==> config.mk <==
export PLATFORM = sky130hd
export DESIGN_NAME = rxtag_top
export DESIGN_NICKNAME = d
export VERILOG_FILES = /design/src/rtl/rxtag_pkg.sv /design/src/rtl/rxtag_sync.sv /design/src/rtl/rxtag_deframer.sv /design/src/rtl/rxtag_fifo.sv /design/src/rtl/rxtag_top.sv
export SDC_FILE = /design/constraint.sdc
export NUM_CORES = 1
export LEC_CHECK = 0
export BUFFER_PORTS_ARGS = -buffer_cell sky130_fd_sc_hd__clkbuf_2
export CAP_MARGIN = 0
export CORE_AREA = 2 2 136 138
export CTS_CLUSTER_DIAMETER = 40
export DETAILED_ROUTE_END_ITERATION = 7
export DIE_AREA = 0 0 138 140
export PLACE_DENSITY = 0.71
export SLEW_MARGIN = 20
export SYNTH_ARGS = -nofsm -noshare
export SYNTH_HDL_FRONTEND = slang
export SYNTH_SLANG_ARGS = --single-unit
==> constraint.sdc <==
create_clock -name clk -period 3.3 [get_ports clk]
set_input_delay 0.33 -clock clk [delete_from_list [all_inputs] [get_ports clk]]
set_output_delay 0.33 -clock clk [all_outputs]
set_load 0.02 [all_outputs]
==> src/rtl/rxtag_pkg.sv <==
package rxtag_pkg;
  typedef struct packed {
    logic       ovr;
    logic       brk;
    logic       par;
    logic       frm;
    logic [7:0] data;
  } rx_entry_t;

  typedef enum logic [2:0] {
    ST_IDLE, ST_START, ST_DATA, ST_PAR, ST_STOP, ST_WAITHI
  } rx_state_e;
endpackage

==> src/rtl/rxtag_sync.sv <==
module rxtag_sync #(
  parameter int STAGES = 2
) (
  input  logic clk,
  input  logic rst_n,
  input  logic d,
  output logic q
);
  logic [STAGES-1:0] ff;

  always_ff @(posedge clk or negedge rst_n) begin
    if (!rst_n) ff <= '1;
    else        ff <= {ff[STAGES-2:0], d};
  end

  assign q = ff[STAGES-1];
endmodule

==> src/rtl/rxtag_deframer.sv <==
module rxtag_deframer
  import rxtag_pkg::*;
#(
  parameter int OSR = 16
) (
  input  logic      clk,
  input  logic      rst_n,
  input  logic      tick,
  input  logic      rxd,
  input  logic      enable,
  input  logic [1:0] word_sel,
  input  logic      par_on,
  input  logic      par_even,
  output logic      done,
  output rx_entry_t entry
);
  localparam int CW = $clog2(OSR);
  localparam logic [CW-1:0] MID  = CW'(OSR/2 - 1);
  localparam logic [CW-1:0] LAST = CW'(OSR - 1);

  rx_state_e state, state_n;
  logic [CW-1:0] cnt, cnt_n;
  logic [2:0]    idx, idx_n;
  logic [7:0]    sh, sh_n;
  logic          pbit, pbit_n;
  logic          brk_c;
  logic [2:0]    last_idx;

  assign last_idx = 3'd4 + {1'b0, word_sel};

  always_comb begin
    state_n = state;
    cnt_n   = cnt;
    idx_n   = idx;
    sh_n    = sh;
    pbit_n  = pbit;
    done    = 1'b0;
    brk_c   = 1'b0;
    entry   = '0;
    if (!enable) begin
      state_n = ST_IDLE;
    end else if (state == ST_WAITHI) begin
      if (rxd) state_n = ST_IDLE;
    end else if (tick) begin
      case (state)
        ST_IDLE: if (!rxd) begin
          state_n = ST_START;
          cnt_n   = '0;
        end
        ST_START: if (cnt == MID) begin
          if (!rxd) begin
            state_n = ST_DATA;
            cnt_n   = '0;
            idx_n   = '0;
            sh_n    = '0;
          end else begin
            state_n = ST_IDLE;
          end
        end else cnt_n = cnt + 1'b1;
        ST_DATA: if (cnt == LAST) begin
          cnt_n   = '0;
          sh_n[idx] = rxd;
          if (idx == last_idx) state_n = par_on ? ST_PAR : ST_STOP;
          else                 idx_n   = idx + 1'b1;
        end else cnt_n = cnt + 1'b1;
        ST_PAR: if (cnt == LAST) begin
          cnt_n   = '0;
          pbit_n  = rxd;
          state_n = ST_STOP;
        end else cnt_n = cnt + 1'b1;
        ST_STOP: if (cnt == LAST) begin
          done       = 1'b1;
          brk_c      = (sh == 8'h00) && (!par_on || !pbit) && !rxd;
          entry.brk  = brk_c;
          entry.frm  = !rxd && !brk_c;
          entry.par  = par_on && !brk_c && ((^sh) ^ pbit ^ ~par_even);
          entry.data = sh;
          state_n    = rxd ? ST_IDLE : ST_WAITHI;
        end else cnt_n = cnt + 1'b1;
        default: state_n = ST_IDLE;
      endcase
    end
  end

  always_ff @(posedge clk or negedge rst_n) begin
    if (!rst_n) begin
      state <= ST_IDLE;
      cnt   <= '0;
      idx   <= '0;
      sh    <= '0;
      pbit  <= 1'b0;
    end else begin
      state <= state_n;
      cnt   <= cnt_n;
      idx   <= idx_n;
      sh    <= sh_n;
      pbit  <= pbit_n;
    end
  end
endmodule

==> src/rtl/rxtag_fifo.sv <==
module rxtag_fifo #(
  parameter int DEPTH = 16,
  parameter int W     = 12
) (
  input  logic         clk,
  input  logic         rst_n,
  input  logic         push,
  input  logic [W-1:0] wdata,
  input  logic         pop,
  input  logic         deep,
  output logic [W-1:0] rdata,
  output logic         empty,
  output logic         full
);
  localparam int AW = $clog2(DEPTH);

  logic [W-1:0]  mem [DEPTH];
  logic [AW-1:0] wptr, wptr_n, rptr, rptr_n;
  logic [AW:0]   count, count_n;
  logic          do_push, do_pop;

  assign empty   = (count == '0);
  assign full    = deep ? (count == (AW+1)'(DEPTH)) : !empty;
  assign do_push = push && !full;
  assign do_pop  = pop && !empty;
  assign rdata   = mem[rptr];

  always_comb begin
    wptr_n  = do_push ? wptr + 1'b1 : wptr;
    rptr_n  = do_pop  ? rptr + 1'b1 : rptr;
    count_n = count;
    if (do_push && !do_pop)      count_n = count + 1'b1;
    else if (do_pop && !do_push) count_n = count - 1'b1;
  end

  always_ff @(posedge clk or negedge rst_n) begin
    if (!rst_n) begin
      wptr  <= '0;
      rptr  <= '0;
      count <= '0;
    end else begin
      wptr  <= wptr_n;
      rptr  <= rptr_n;
      count <= count_n;
    end
  end

  always_ff @(posedge clk) begin
    if (do_push) mem[wptr] <= wdata;
  end
endmodule

==> src/rtl/rxtag_top.sv <==
module rxtag_top
  import rxtag_pkg::*;
#(
  parameter int OSR   = 16,
  parameter int DEPTH = 16,
  parameter int SYNC  = 2
) (
  input  logic        clk,
  input  logic        rst_n,
  input  logic        rxd,
  input  logic        os_tick,
  input  logic [1:0]  word_sel,
  input  logic        par_on,
  input  logic        par_even,
  input  logic        two_stop,
  input  logic        q_deep,
  input  logic        en_all,
  input  logic        en_rx,
  input  logic        q_pop,
  input  logic        stat_clr,
  output logic [11:0] q_head,
  output logic        q_empty,
  output logic        q_full,
  output logic [3:0]  rx_stat
);
  logic      rxd_s;
  logic      char_done;
  rx_entry_t char_ent, store_ent;
  logic      ovr_pend, ovr_pend_n;
  logic [3:0] stat_n;
  logic      push, drop;
  logic      unused_two_stop;

  assign unused_two_stop = two_stop;

  rxtag_sync #(.STAGES(SYNC)) u_sync (
    .clk(clk), .rst_n(rst_n), .d(rxd), .q(rxd_s)
  );

  rxtag_deframer #(.OSR(OSR)) u_deframer (
    .clk(clk), .rst_n(rst_n), .tick(os_tick), .rxd(rxd_s),
    .enable(en_all && en_rx), .word_sel(word_sel), .par_on(par_on),
    .par_even(par_even), .done(char_done), .entry(char_ent)
  );

  assign push = char_done && !q_full;
  assign drop = char_done && q_full;

  always_comb begin
    store_ent     = char_ent;
    store_ent.ovr = ovr_pend;
    ovr_pend_n    = drop ? 1'b1 : (push ? 1'b0 : ovr_pend);
    stat_n        = stat_clr ? 4'b0 : rx_stat;
    if (char_done)
      stat_n = stat_n | {drop, char_ent.brk, char_ent.par, char_ent.frm};
  end

  always_ff @(posedge clk or negedge rst_n) begin
    if (!rst_n) begin
      ovr_pend <= 1'b0;
      rx_stat  <= 4'b0;
    end else begin
      ovr_pend <= ovr_pend_n;
      rx_stat  <= stat_n;
    end
  end

  rxtag_fifo #(.DEPTH(DEPTH), .W(12)) u_fifo (
    .clk(clk), .rst_n(rst_n), .push(push), .wdata(store_ent),
    .pop(q_pop), .deep(q_deep), .rdata(q_head),
    .empty(q_empty), .full(q_full)
  );
endmodule

Yosys cells after proc, flatten, opt, wreduce, memory -nomap -nowiden:

Memories as Yosys holds them, arrays and structs flattened.
Index checks and enable logic that the tools add are counted.

* add/subtract/negate cells: 7
* magnitude comparators: 2
* eq/ne operators: 22
* muxes and demuxes: 50
* bitwise operators: 5
* reductions and logical operators: 36

Operators by type and width (number)
* 2-to-1 mux 11 bit: 5
* 2-to-1 mux 3 bit: 16
* 2-to-1 mux 4 bit: 6
* 2-to-1 mux 8 bit: 3
* != test 4 bit, second input constant: 6
* case mux 4 bit (4 select lines): 1
* case mux 8 bit (2 select lines): 1
* AND reduction 8 bit: 2
* case mux 3 bit (5 select lines): 1
* logical AND 1 bit: 13
* adder 4 x 1 -> 4 bit, second input constant: 3
* 2-to-1 mux 1 bit: 11
* 2-to-1 mux 5 bit: 2
* AND reduction 5 bit: 2
* bitwise mux 8 bit: 1
* logical NOT 1 bit: 8
* logical NOT 8 bit: 1
* XOR reduction 8 bit: 1
* AND reduction 7 bit: 1
* equality test 3 x 2 -> 1 bit, second input constant: 2
* equality test 3 bit, second input constant: 2
* != test 2 bit, second input constant: 3
* != test 3 bit, second input constant: 2
* case mux 3 bit (2 select lines): 1
* other kinds (23): 28

* register bits: 39
* bits in writable memories: 192
* input port bits: 14
* output and inout bits: 18
* word-level logic and storage cells: 134
* memories: 1

Memory list
* u_fifo.mem: words 16, bits a word 12, read ports 1, clocked after memory_dff 0, wr ports 1, RTL line rxtag_fifo.sv:17 `logic [W-1:0] mem [DEPTH];`

Longest topological paths before layout:

Gate-level depths: netlist (run 1).

* depth after elaboration: 14
* gate-level depth with buffers: 11
* mapped depth without buffers: 11

Modules after synthesis:

From an unflattened synthesis (run 1), not the netlist that was laid out.

* cell total of the unflattened synthesis: 632
* area, all modules: 10052.1 um^2

By module, submodules not included
* rxtag_fifo: instances 1, cells each 433, area each 8212.9 um^2, seq. area each 6090.8 um^2
* rxtag_deframer: instances 1, cells each 176, area each 1587.8 um^2, seq. area each 475.5 um^2
* rxtag_top: instances 1, cells each 21, area each 198.9 um^2, seq. area each 125.1 um^2
* rxtag_sync: instances 1, cells each 2, area each 52.6 um^2, seq. area each 52.6 um^2

Least setup slack after synthesis (run 1):

Ideal clock, no wire load.

* kind: register to register
* start point: reg u_fifo.count[1]
* end point: reg u_fifo.count[4]
* setup time: 0.080 ns
* arrival time: 3.088 ns
* data required time: 3.220 ns
* slack: 0.132 ns
* cell stages (with the launch flop): 11
* path buffers: 0
* period minus slack after synthesis: 3.168 ns
* cell sequence: dfrtp_1 -> or4_1 -> mux2i_1 -> nor2_1 -> ha_1 -> inv_1 -> ha_1 -> a21o_1 -> a21oi_1 -> mux2i_1 -> xnor2_1

* longest elaborated chain between the ends: 9
* elaborated cells on any way between the ends: 17
* those cells by class: add/sub (2); eq/ne (1); mux (3); reduce/logical (11)

RTL lines
* start: declaration: RTL line rxtag_fifo.sv:19 `logic [AW:0] count, count_n;`
* start signal: assignment: RTL line rxtag_fifo.sv:44 `count <= count_n;`
* logical NOT 5 bit: RTL line rxtag_fifo.sv:22 `assign empty = (count == '0);`
* logical NOT 1 bit: RTL line rxtag_fifo.sv:23 `assign full = deep ? (count == (AW+1)'(DEPTH)) : !empty;`
* 2-to-1 mux 1 bit *: RTL line rxtag_fifo.sv:23
* via q_full: RTL line rxtag_top.sv:23 `output logic q_full,`
* logical NOT 1 bit *: RTL line rxtag_fifo.sv:24, rxtag_top.sv:46
* logical AND 1 bit: RTL line rxtag_top.sv:46 `assign push = char_done && !q_full;`
* logical AND 1 bit *: RTL line rxtag_fifo.sv:24 `assign do_push = push && !full;`
* via u_fifo.do_push: RTL line rxtag_fifo.sv:20 `logic do_push, do_pop;`
* logical NOT 1 bit: RTL line rxtag_fifo.sv:33 `else if (do_pop && !do_push) count_n = count - 1'b1;`
* logical AND 1 bit: RTL line rxtag_fifo.sv:33
* nonzero test 2 bit (no source line)

Mark *: on every way through the listed nets, which the timed path passes. The rest lies on a longest branch. The select of a mux whose other input is x is not followed.
A chain may end at the register's enable or synchronous reset.

Final worst setup path (run 1):

* start point: reg u_fifo.rptr[1]
* end point: out q_head[11]

* longest elaborated chain between the ends: 1

RTL lines
* start: declaration: RTL line rxtag_fifo.sv:18 `logic [AW-1:0] wptr, wptr_n, rptr, rptr_n;`
* start signal: assignment: RTL line rxtag_fifo.sv:43 `rptr <= rptr_n;`
* memory (16 x 12 bit)
* end: declaration: RTL line rxtag_top.sv:21 `output logic [11:0] q_head,`

Every way passes these cells.

==> results_dict.tcl, run 1 <==
set metrics [dict create \
    status "finished clean" \
    ys_ff_latch 231 \
    worst_slew_pin_slew_ps 1000 \
    setup_violations 0 \
    synth_common_cells "192 x edfxtp_1, 60 x mux4_2, 37 x dfrtp_1" \
    slowest_stage "dfrtp_2" \
    n_fill_cell 1213 \
    drtIter0Drc 386 \
    ant_nets 0 \
    arrival_ps 2680 \
    path_cells "buf_4 -> mux4_2 -> mux4_2 -> clkbuf_2" \
    wl_per_cell_um 22.7 \
    die_area_um2 19300 \
    worstSetupStartpointType "flop" \
    post_cts_resized 0 \
    wirelength_mm 20.0 \
    port-buffer-count 30 \
    top_usage_layer "met2" \
    synth_area_um2 9700 \
    max_freq_mhz 333 \
    root_buffer "clkbuf_16" \
    ys_warn_count 0 \
    syn_area_per_cell_um2 17.5 \
    fin_crit_ps 3010 \
    antenna_found_initial 0 \
    hp-class "input port to flop" \
    final.setup_skew_ps 11.9 \
    finalCritPeriodShare_pct 91.1 \
    synthTopCellsByArea "edfxtp_1 59%, mux4_2 14%, dfrtp_1 9.5%, ha_1 1.9%, xnor2_1 1.4%" \
    grt_usage_pct 21.1 \
    clockBufferDepth 3 \
    cap_violations 0 \
    numClockSinks 231 \
    rrSetupSlack_ps 400 \
    place.gp.congestion 0.834 \
    die_y_um 140 \
    insertion_delay_ps 550 \
    synth_top_area_cell "edfxtp_1" \
    diodes 0 \
    synth.most_common_cell "edfxtp_1" \
    cts_setup_buffers 0 \
    cts_tree "built" \
    slew_headroom_pct 33.2 \
    cts_made_buffers 31 \
    grt_util_met2_pct 34.5 \
    crit_top_cell "mux4_2" \
    path_clk_slew_ps 50 \
    crit_required_ps 2970 \
    ios 32 \
    rsz0062_at_grt "no" \
    p_leak_nw 4.15 \
    grt_max_degree 40 \
    synthDistinctLibCells 50 \
    synth.net_count 583 \
    end_kind "output pin" \
    synth_edf_count 192 \
    vdd_drop_max_mv 0.457 \
    vias 5288 \
    synth_top_area_share_pct 59.5 \
    firstDrtPassIters 5 \
    fin_hold_ws_ps 122 \
    row_count 49 \
    critical_path_class "flop to output pin" \
    drc 0 \
    syn_to_final_growth_pct 17.3 \
    critPathMaxFanout 21 \
    fin_setup_tns_ps 0 \
    die_x_um 138 \
    syn-instance-count 553 \
    async_flop_share_pct 16.9 \
    avgViaCountPerCell 6.02 \
    power_density_nw_per_um2 691 \
    slowest_delay_ps 720 \
    p_total_mw 7.85 \
    core_area_um2 17800 \
    cts_hold_buf 3 \
    grt_pass1_vias 5446 \
    grtUsageMet3_pct 3.62 \
    gr-total-overflow 0 \
    drive_above_1_share_pct 28.8 \
    maxSlewViolCount 0 \
    grt_pass1_wl_mm 31.2 \
    synth-seq-area-share_pct 69.6 \
    yosys_most_used_dff "edfxtp_1" \
    htreeDepth 1 \
    nets 655 \
    start_util_pct 54.5 \
    dp_hpwl_mm 12.1 \
    hold_viol_final 0 \
    use_met1_pct 29.1 \
]
[power breakdown]
group / internal, mW / switching, mW / total [mW]
logic: 0.582 / 0.552 / 1.13
registers: 3.20 / 0.206 / 3.41
clock network: 2.01 / 1.30 / 3.31
total: 5.80 / 2.06 / 7.85
[layout by cell type (no fill, tap or decap), types with 5 or more instances in the layout]
master	synthesis	layout
o21ai_0	14	14
o21ai_1	9	9
inv_6	0	9
a21oi_1	11	11
nand4_1	5	5
dfrtp_1	37	35
edfxtp_1	192	192
a31oi_1	7	7
and2_1	14	14
clkbuf_16	0	31
a21o_1	7	7
ha_1	15	15
inv_1	28	28
nor3_1	6	6
nand2_1	22	22
clkbuf_2	0	30
nor2_1	26	26
xnor2_1	16	16
mux4_2	60	60
buf_4	0	32
[stage by stage]
stage	cell area (um^2)	worst slack [ps]	utilization, %	instances
CTS	11400	257	63.9	879
finish	11400	294	63.9	879
global route	11400	121	63.9	879
detailed placement	10300	424	57.9	818
floorplan	9700	132	-	553
global placement	10300	497	57.9	818
[cell families after synthesis]
logic type                 synth area share (%)
DFF                                        69.6
and+or+nand+nor                            5.45
AOI/OAI and AO/OA                          4.45
muxes                                      14.6
buffers and inverters                      2.19
xor gates and xnor gates                   1.63
adders and majority gates                  2.14
[cell type report]
class | instances | area (um^2) | share of cell area (%)
clock inverter | 25 | 255 | 2.25
clock buffer | 33 | 793 | 6.98
inverter | 28 | 105 | 0.925
tap | 229 | 287 | 2.52
multi-input combinational | 267 | 2740 | 24.1
sequential | 231 | 6750 | 59.4
timing repair buffer | 66 | 440 | 3.87
[critical path, delay by kind of cell (launching register included)]
| kind | cells | cell delay [ps] |
|---|---|---|
| buf+inv | 2 | 530 |
| flops | 1 | 720 |
| mux | 2 | 880 |
[routing by layer]
layer,vias to the layer above,routed length [um]
met5,-,0
met4,0,581
met3,43,1220
met2,200,9700
met1,2707,8460
li1,2338,-
[path summary, 6_finish.rpt]
kind | startpoint | endpoint | depth (start not counted)
worst max-delay path | u_fifo.rptr[1] | q_head[11] | 4
worst min register to register | u_sync.ff[0] | u_sync.ff[1] | 0
worst min-delay path | en_rx | u_deframer.state[1] | 3
min in group asynchronous | rst_n | u_deframer.state[0] | 2
worst max register to register | u_fifo.count[1] | u_fifo.count[4] | 11
max in group asynchronous | rst_n | u_fifo.rptr[0] | 2
[sequential cells by signal (all words and copies together), names as in the netlist]
| name | flops |
|---|---|
| u_sync.ff | 2 |
| u_deframer.pbit | 1 |
| u_fifo.wptr | 4 |
| u_fifo.count | 5 |
| u_deframer.state | 3 |
| u_fifo.rptr | 4 |
| u_deframer.cnt | 4 |
| u_deframer.idx | 3 |
| u_fifo.mem | 192 |
| u_deframer.sh | 8 |
| rx_stat | 4 |
| ovr_pend | 1 |
Power figures use the tool's default switching activity.
==> run 2: changes to the inputs <==
--- a/config.mk
+++ b/config.mk
@@ -7,12 +7,13 @@
 export LEC_CHECK = 0
 export BUFFER_PORTS_ARGS = -buffer_cell sky130_fd_sc_hd__clkbuf_2
 export CAP_MARGIN = 0
-export CORE_AREA = 2 2 136 138
+export CORE_AREA = 2 2 139 141
 export CTS_CLUSTER_DIAMETER = 40
 export DETAILED_ROUTE_END_ITERATION = 7
-export DIE_AREA = 0 0 138 140
+export DIE_AREA = 0 0 141 143
 export PLACE_DENSITY = 0.71
 export SLEW_MARGIN = 20
 export SYNTH_ARGS = -nofsm -noshare
 export SYNTH_HDL_FRONTEND = slang
+export SYNTH_HIERARCHICAL = 1
 export SYNTH_SLANG_ARGS = --single-unit
==> results_dict.tcl, run 2 <==
set metrics [dict create \
    slew_headroom_pct 26.6 \
    stdcell_area_um2 11700 \
    wirelength_mm 21.1 \
    fin_hold_ws_ps 21.0 \
    crit_top_cell "inv_2" \
    die_y_um 143 \
    largestRegisters "u_fifo/mem (192), u_deframer/sh (8), u_fifo/count (5)" \
    syn_area_per_cell_um2 15.9 \
    place.gp.congestion 0.864 \
    cts_made_buffers 30 \
    drtIter0Drc 389 \
    ant_nets 0 \
    dp.cells 898 \
    crit_required_ps 3760 \
    layout_commonest_cell "edfxtp_1" \
    die_area_um2 20200 \
    worstSetupStartpointType "flop" \
    final.setup_skew_ps 7.43 \
    slowest_delay_ps 560 \
    layout.cells.non_filler 956 \
    antenna_found_initial 0 \
    critical_path_class "flop to flop" \
    layout_common_cells "192 x edfxtp_1, 49 x mux2i_1, 38 x buf_4, 34 x dfrtp_1, 31 x clkbuf_16" \
    wl_per_cell_um 22.0 \
    port-buffer-count 30 \
    fin_crit_ps 3140 \
    hold_viol_final 0 \
    arrival_ps 3600 \
    cap_violations 0 \
    synth.net_count 660 \
    vdd_drop_max_mv 0.383 \
    cp_num_buf_inv 3 \
    start_util_pct 54.0 \
    core_area_um2 18600 \
    rsz0062_at_grt "no" \
    htreeDepth 1 \
    power_density_nw_per_um2 548 \
    numClockSinks 231 \
    clockBufferDepth 3 \
    path_clk_slew_ps 60 \
    place_area_um2 10600 \
    ys_warn_count 6 \
    syn_to_final_growth_pct 16.2 \
    largest_reg_flops 192 \
    ios 32 \
    row_count 50 \
    drive_above_1_share_pct 23.7 \
    grt_pass1_wl_mm 33.0 \
    gr-total-overflow 0 \
    dp_hpwl_mm 13.4 \
    grt_max_degree 40 \
    critPathMaxFanout 5 \
    synth_area_um2 10000 \
    syn-instance-count 630 \
    slowest_stage "or4_4" \
    max_freq_mhz 319 \
    crit_family "simple AND/OR/NAND/NOR gates" \
    diodes 0 \
    drc 0 \
    root_buffer "clkbuf_16" \
    vias 5879 \
    worst_slew_pin_slew_ps 1090 \
    avgViaCountPerCell 6.15 \
    regMostFlops "u_fifo/mem" \
    end_kind "flop" \
    cts_setup_buffers 0 \
    hp-class "input port to flop" \
    die_x_um 141 \
    maxSlewViolCount 0 \
    cts_tree "built" \
    insertion_delay_ps 530 \
    path_cells "or4_4 -> mux2i_4 -> inv_2 -> and2b_2 -> nand2_4 -> clkinv_2 -> ha_1 -> inv_2 -> fa_1 -> a21o_1 -> a21oi_1 -> mux2i_1 -> xnor2_1" \
    firstDrtPassIters 4 \
    setup_violations 0 \
    finalCritPeriodShare_pct 95.1 \
    grt_pass1_vias 6033 \
    nets 728 \
    p_leak_nw 4.18 \
    status "finished clean" \
    grt_usage_pct 21.4 \
]
-- run 2: layout make-up --
| class | instances | area, um^2 |
|---|---|---|
| clock buffer | 33 | 783 |
| fill | 1285 | 6920 |
| sequential | 231 | 6750 |
| multi-input combinational | 337 | 3050 |
| clock inverter | 23 | 213 |
| inverter | 27 | 103 |
| tap | 234 | 293 |
| timing repair buffer | 71 | 475 |
-- run 2: worst register-to-register path, cell delays in order, from the launching register on --
cell,delay (ps)
dfrtp_2,430
or4_4,560
mux2i_4,200
inv_2,60
and2b_2,270
nand2_4,90
clkinv_2,60
ha_1,170
inv_2,80
fa_1,410
a21o_1,190
a21oi_1,160
mux2i_1,250
xnor2_1,140
-- run 2: through the flow --
step	worst slack [ps]	TNS, ps	utilization, %	power [mW]
after global routing	7.40	0	62.8	6.58
after global placement	179	0	57.3	3.31
after floorplan	-214	-9430	-	3.28
after detailed placement	95.6	0	57.3	3.31
after CTS	85.6	0	62.8	6.45
final	161	0	62.8	6.39
-- run 2: final timing paths --
kind                                 startpoint           endpoint  slack, ps  cells past startpoint
worst max-delay path            u_fifo/count[1]    u_fifo/count[4]        160                     13
worst min-delay path                   stat_clr         rx_stat[1]         20                      2
worst max register to register  u_fifo/count[1]    u_fifo/count[4]        160                     13
worst min register to register     u_sync/ff[0]       u_sync/ff[1]        350                      0
max in group asynchronous                 rst_n     u_fifo/rptr[0]       2130                      2
min in group asynchronous                 rst_n  u_deframer/cnt[0]        490                      2
-- run 2: what timing repair did --
item	4_1_cts	5_1_grt
setup endpoints to repair	0	2
resized for setup	0	3
hold endpoints to repair	32	0
hold buffers	2	0
-- run 2: routing by layer --
| metal | vias to the layer above | track usage (%) | wire [um] |
|---|---|---|---|
| met1 | 2946 | 26.5 | 8220 |
| met3 | 48 | 4.06 | 1330 |
| met4 | 0 | 7.00 | 564 |
| li1 | 2660 | - | - |
| met5 | - | 0 | 0 |
| met2 | 225 | 38.3 | 10900 |
-- run 2: where the power goes --
group	switching [mW]	internal (mW)	leakage (nW)	total, mW
clock	1.24	1.90	0.488	3.14
combinational	0.0587	0.0473	1.34	0.106
sequential	0.0131	3.13	2.35	3.15
total	1.31	5.08	4.18	6.39
==> run 3: changes to the inputs <==
==> constraint.sdc (replaced) <==
create_clock -name clk -period 3.65 [get_ports clk]
set_input_delay 0.365 -clock clk [delete_from_list [all_inputs] [get_ports clk]]
set_output_delay 0.365 -clock clk [all_outputs]
set_load 0.02 [all_outputs]
==> results_dict.tcl, run 3 (same netlist as run 2, synthesis figures left out) <==
set metrics [dict create \
    post-place-ws_ps 316 \
    grt_util_met2_pct 36.1 \
    critical_path_class "flop to flop" \
    die_x_um 141 \
    grt_pass1_vias 5802 \
    power_density_nw_per_um2 506 \
    fin_crit_ps 3350 \
    clockBufferDepth 3 \
    drc 0 \
    rrSetupSlack_ps 300 \
    rsz0062_at_grt "no" \
    syn_to_final_growth_pct 14.6 \
    diodes 0 \
    cts_tree "built" \
    insertion_delay_ps 530 \
    row_count 50 \
    dp_hpwl_mm 12.9 \
    drtIter0Drc 406 \
    die_y_um 143 \
    vias 5729 \
    fin_hold_ws_ps -29.7 \
    largestRegisters "u_fifo/mem (192), u_deframer/sh (8), u_fifo/count (5)" \
    hold_viol_final 37 \
    root_buffer "clkbuf_16" \
    grtUsageMet3_pct 3.49 \
    post_cts_resized 0 \
    setup_violations 0 \
    ff_latch_area_um2 6750 \
    crit_required_ps 4090 \
    place_area_um2 10500 \
    grt_usage_pct 20.5 \
    worst_slew_pin_slew_ps 1010 \
    vdd_drop_max_mv 0.431 \
    r2r_cells 13 \
    n_fill_cell 1300 \
    maxSlewViolCount 0 \
    slew_headroom_pct 32.7 \
    antenna_found_initial 0 \
    ant_nets 0 \
    grt_max_degree 40 \
    finalCritPeriodShare_pct 91.8 \
    final.setup_skew_ps 12.0 \
    multiInputGateArea_um2 3050 \
    worstSetupStartpointType "flop" \
    critPathMaxFanout 5 \
    layout_common_cells "192 x edfxtp_1, 49 x mux2i_1, 36 x dfrtp_1, 31 x clkbuf_16" \
    layout_setup_ws_ps 298 \
    grt_pass1_wl_mm 32.0 \
    port-buffer-count 30 \
    cap_violations 0 \
    stdcell_area_um2 11500 \
    nets 706 \
    core_area_um2 18600 \
    place.gp.congestion 0.880 \
    r2r_start "u_fifo/count[0]" \
    start_util_pct 54.0 \
    violations "hold timing" \
    die_area_um2 20200 \
    numClockSinks 231 \
    drive_above_1_share_pct 20.2 \
    p_leak_nw 3.94 \
    status "finished, violations left" \
    arrival_ps 3790 \
    firstDrtPassIters 6 \
    gr-total-overflow 0 \
    hp-class "input port to asynchronous set/reset pin" \
    layout_commonest_cell "edfxtp_1" \
    cts_made_buffers 28 \
    htreeDepth 1 \
    rr_endpoint "u_fifo/count[4]" \
    regMostFlops "u_fifo/mem" \
    top_usage_layer "met2" \
    wl_per_cell_um 21.6 \
    fin_setup_tns_ps 0 \
    end_kind "flop" \
    max_freq_mhz 298 \
    avgViaCountPerCell 6.15 \
    wirelength_mm 20.1 \
    ios 32 \
    use_met1_pct 27.0 \
    largest_reg_flops 192 \
    path_clk_slew_ps 60 \
]
-- run 3: cell types whose count changed in the layout (fill, tap and decap cells not counted), moves of 3 or more --
cell	before	now
buf_4	38	19
clkbuf_1	2	5
clkinv_2	6	2
inv_6	5	2
-- run 3: power by group --
group          switching, mW  total, mW  internal, mW
clock                   1.04       2.89          1.85
sequential            0.0141       2.85          2.83
combinational         0.0504     0.0919        0.0415
total                   1.11       5.83          4.72
-- run 3: what timing repair did --
action,4_1_cts,5_1_grt
hold buffers,1,0
buffers inserted,0,0
hold endpoints to repair,1,0
-- run 3: worst max-delay path by stage --
stage | cells after the start | slack [ps] | to | start
after floorplan | 6 | 70 | u_fifo/mem[0][0] | u_fifo/count[0]
after global placement | 13 | 390 | u_fifo/count[4] | u_fifo/count[0]
after detailed placement | 13 | 320 | u_fifo/count[4] | u_fifo/count[0]
after CTS | 13 | 290 | u_fifo/count[4] | u_fifo/count[0]
after global routing | 13 | 70 | u_fifo/count[4] | u_fifo/count[0]
final | 13 | 300 | u_fifo/count[4] | u_fifo/count[0]
-- run 3: critical path, stage by stage (launching register included) --
cell,delay (ps)
dfrtp_1,440
or4_4,610
mux2i_4,270
inv_1,110
and2b_2,270
nand2_4,80
clkinv_2,60
ha_1,150
inv_1,100
fa_1,420
a21o_1,200
a21oi_1,160
mux2i_1,240
xnor2_1,140
-- run 3: final cells by class --
cell class | count | share of cell area [%]
Clock buffer | 37 | 7.02
Clock inverter | 14 | 1.64
Inverter | 27 | 0.891
Multi-Input combinational cell | 337 | 26.5
Sequential cell | 231 | 58.6
Tap cell | 234 | 2.54
Timing Repair Buffer | 51 | 2.80
-- run 3: per-layer routing --
| layer | vias up | routed length, um |
|---|---|---|
| li1 | 2605 | - |
| met4 | 0 | 381 |
| met5 | - | 0 |
| met1 | 2907 | 8430 |
| met3 | 33 | 1070 |
| met2 | 184 | 10200 |
-- run 3: through the flow --
step	hold slack [ps]	utilization, %	instances	total power, mW
CTS	26.8	62.0	931	5.87
floorplan	69.4	-	630	2.96
global route	25.9	62.0	931	6.00
global placement	349	56.5	879	2.99
finish	-29.7	62.0	931	5.83
detailed placement	349	56.5	879	2.99
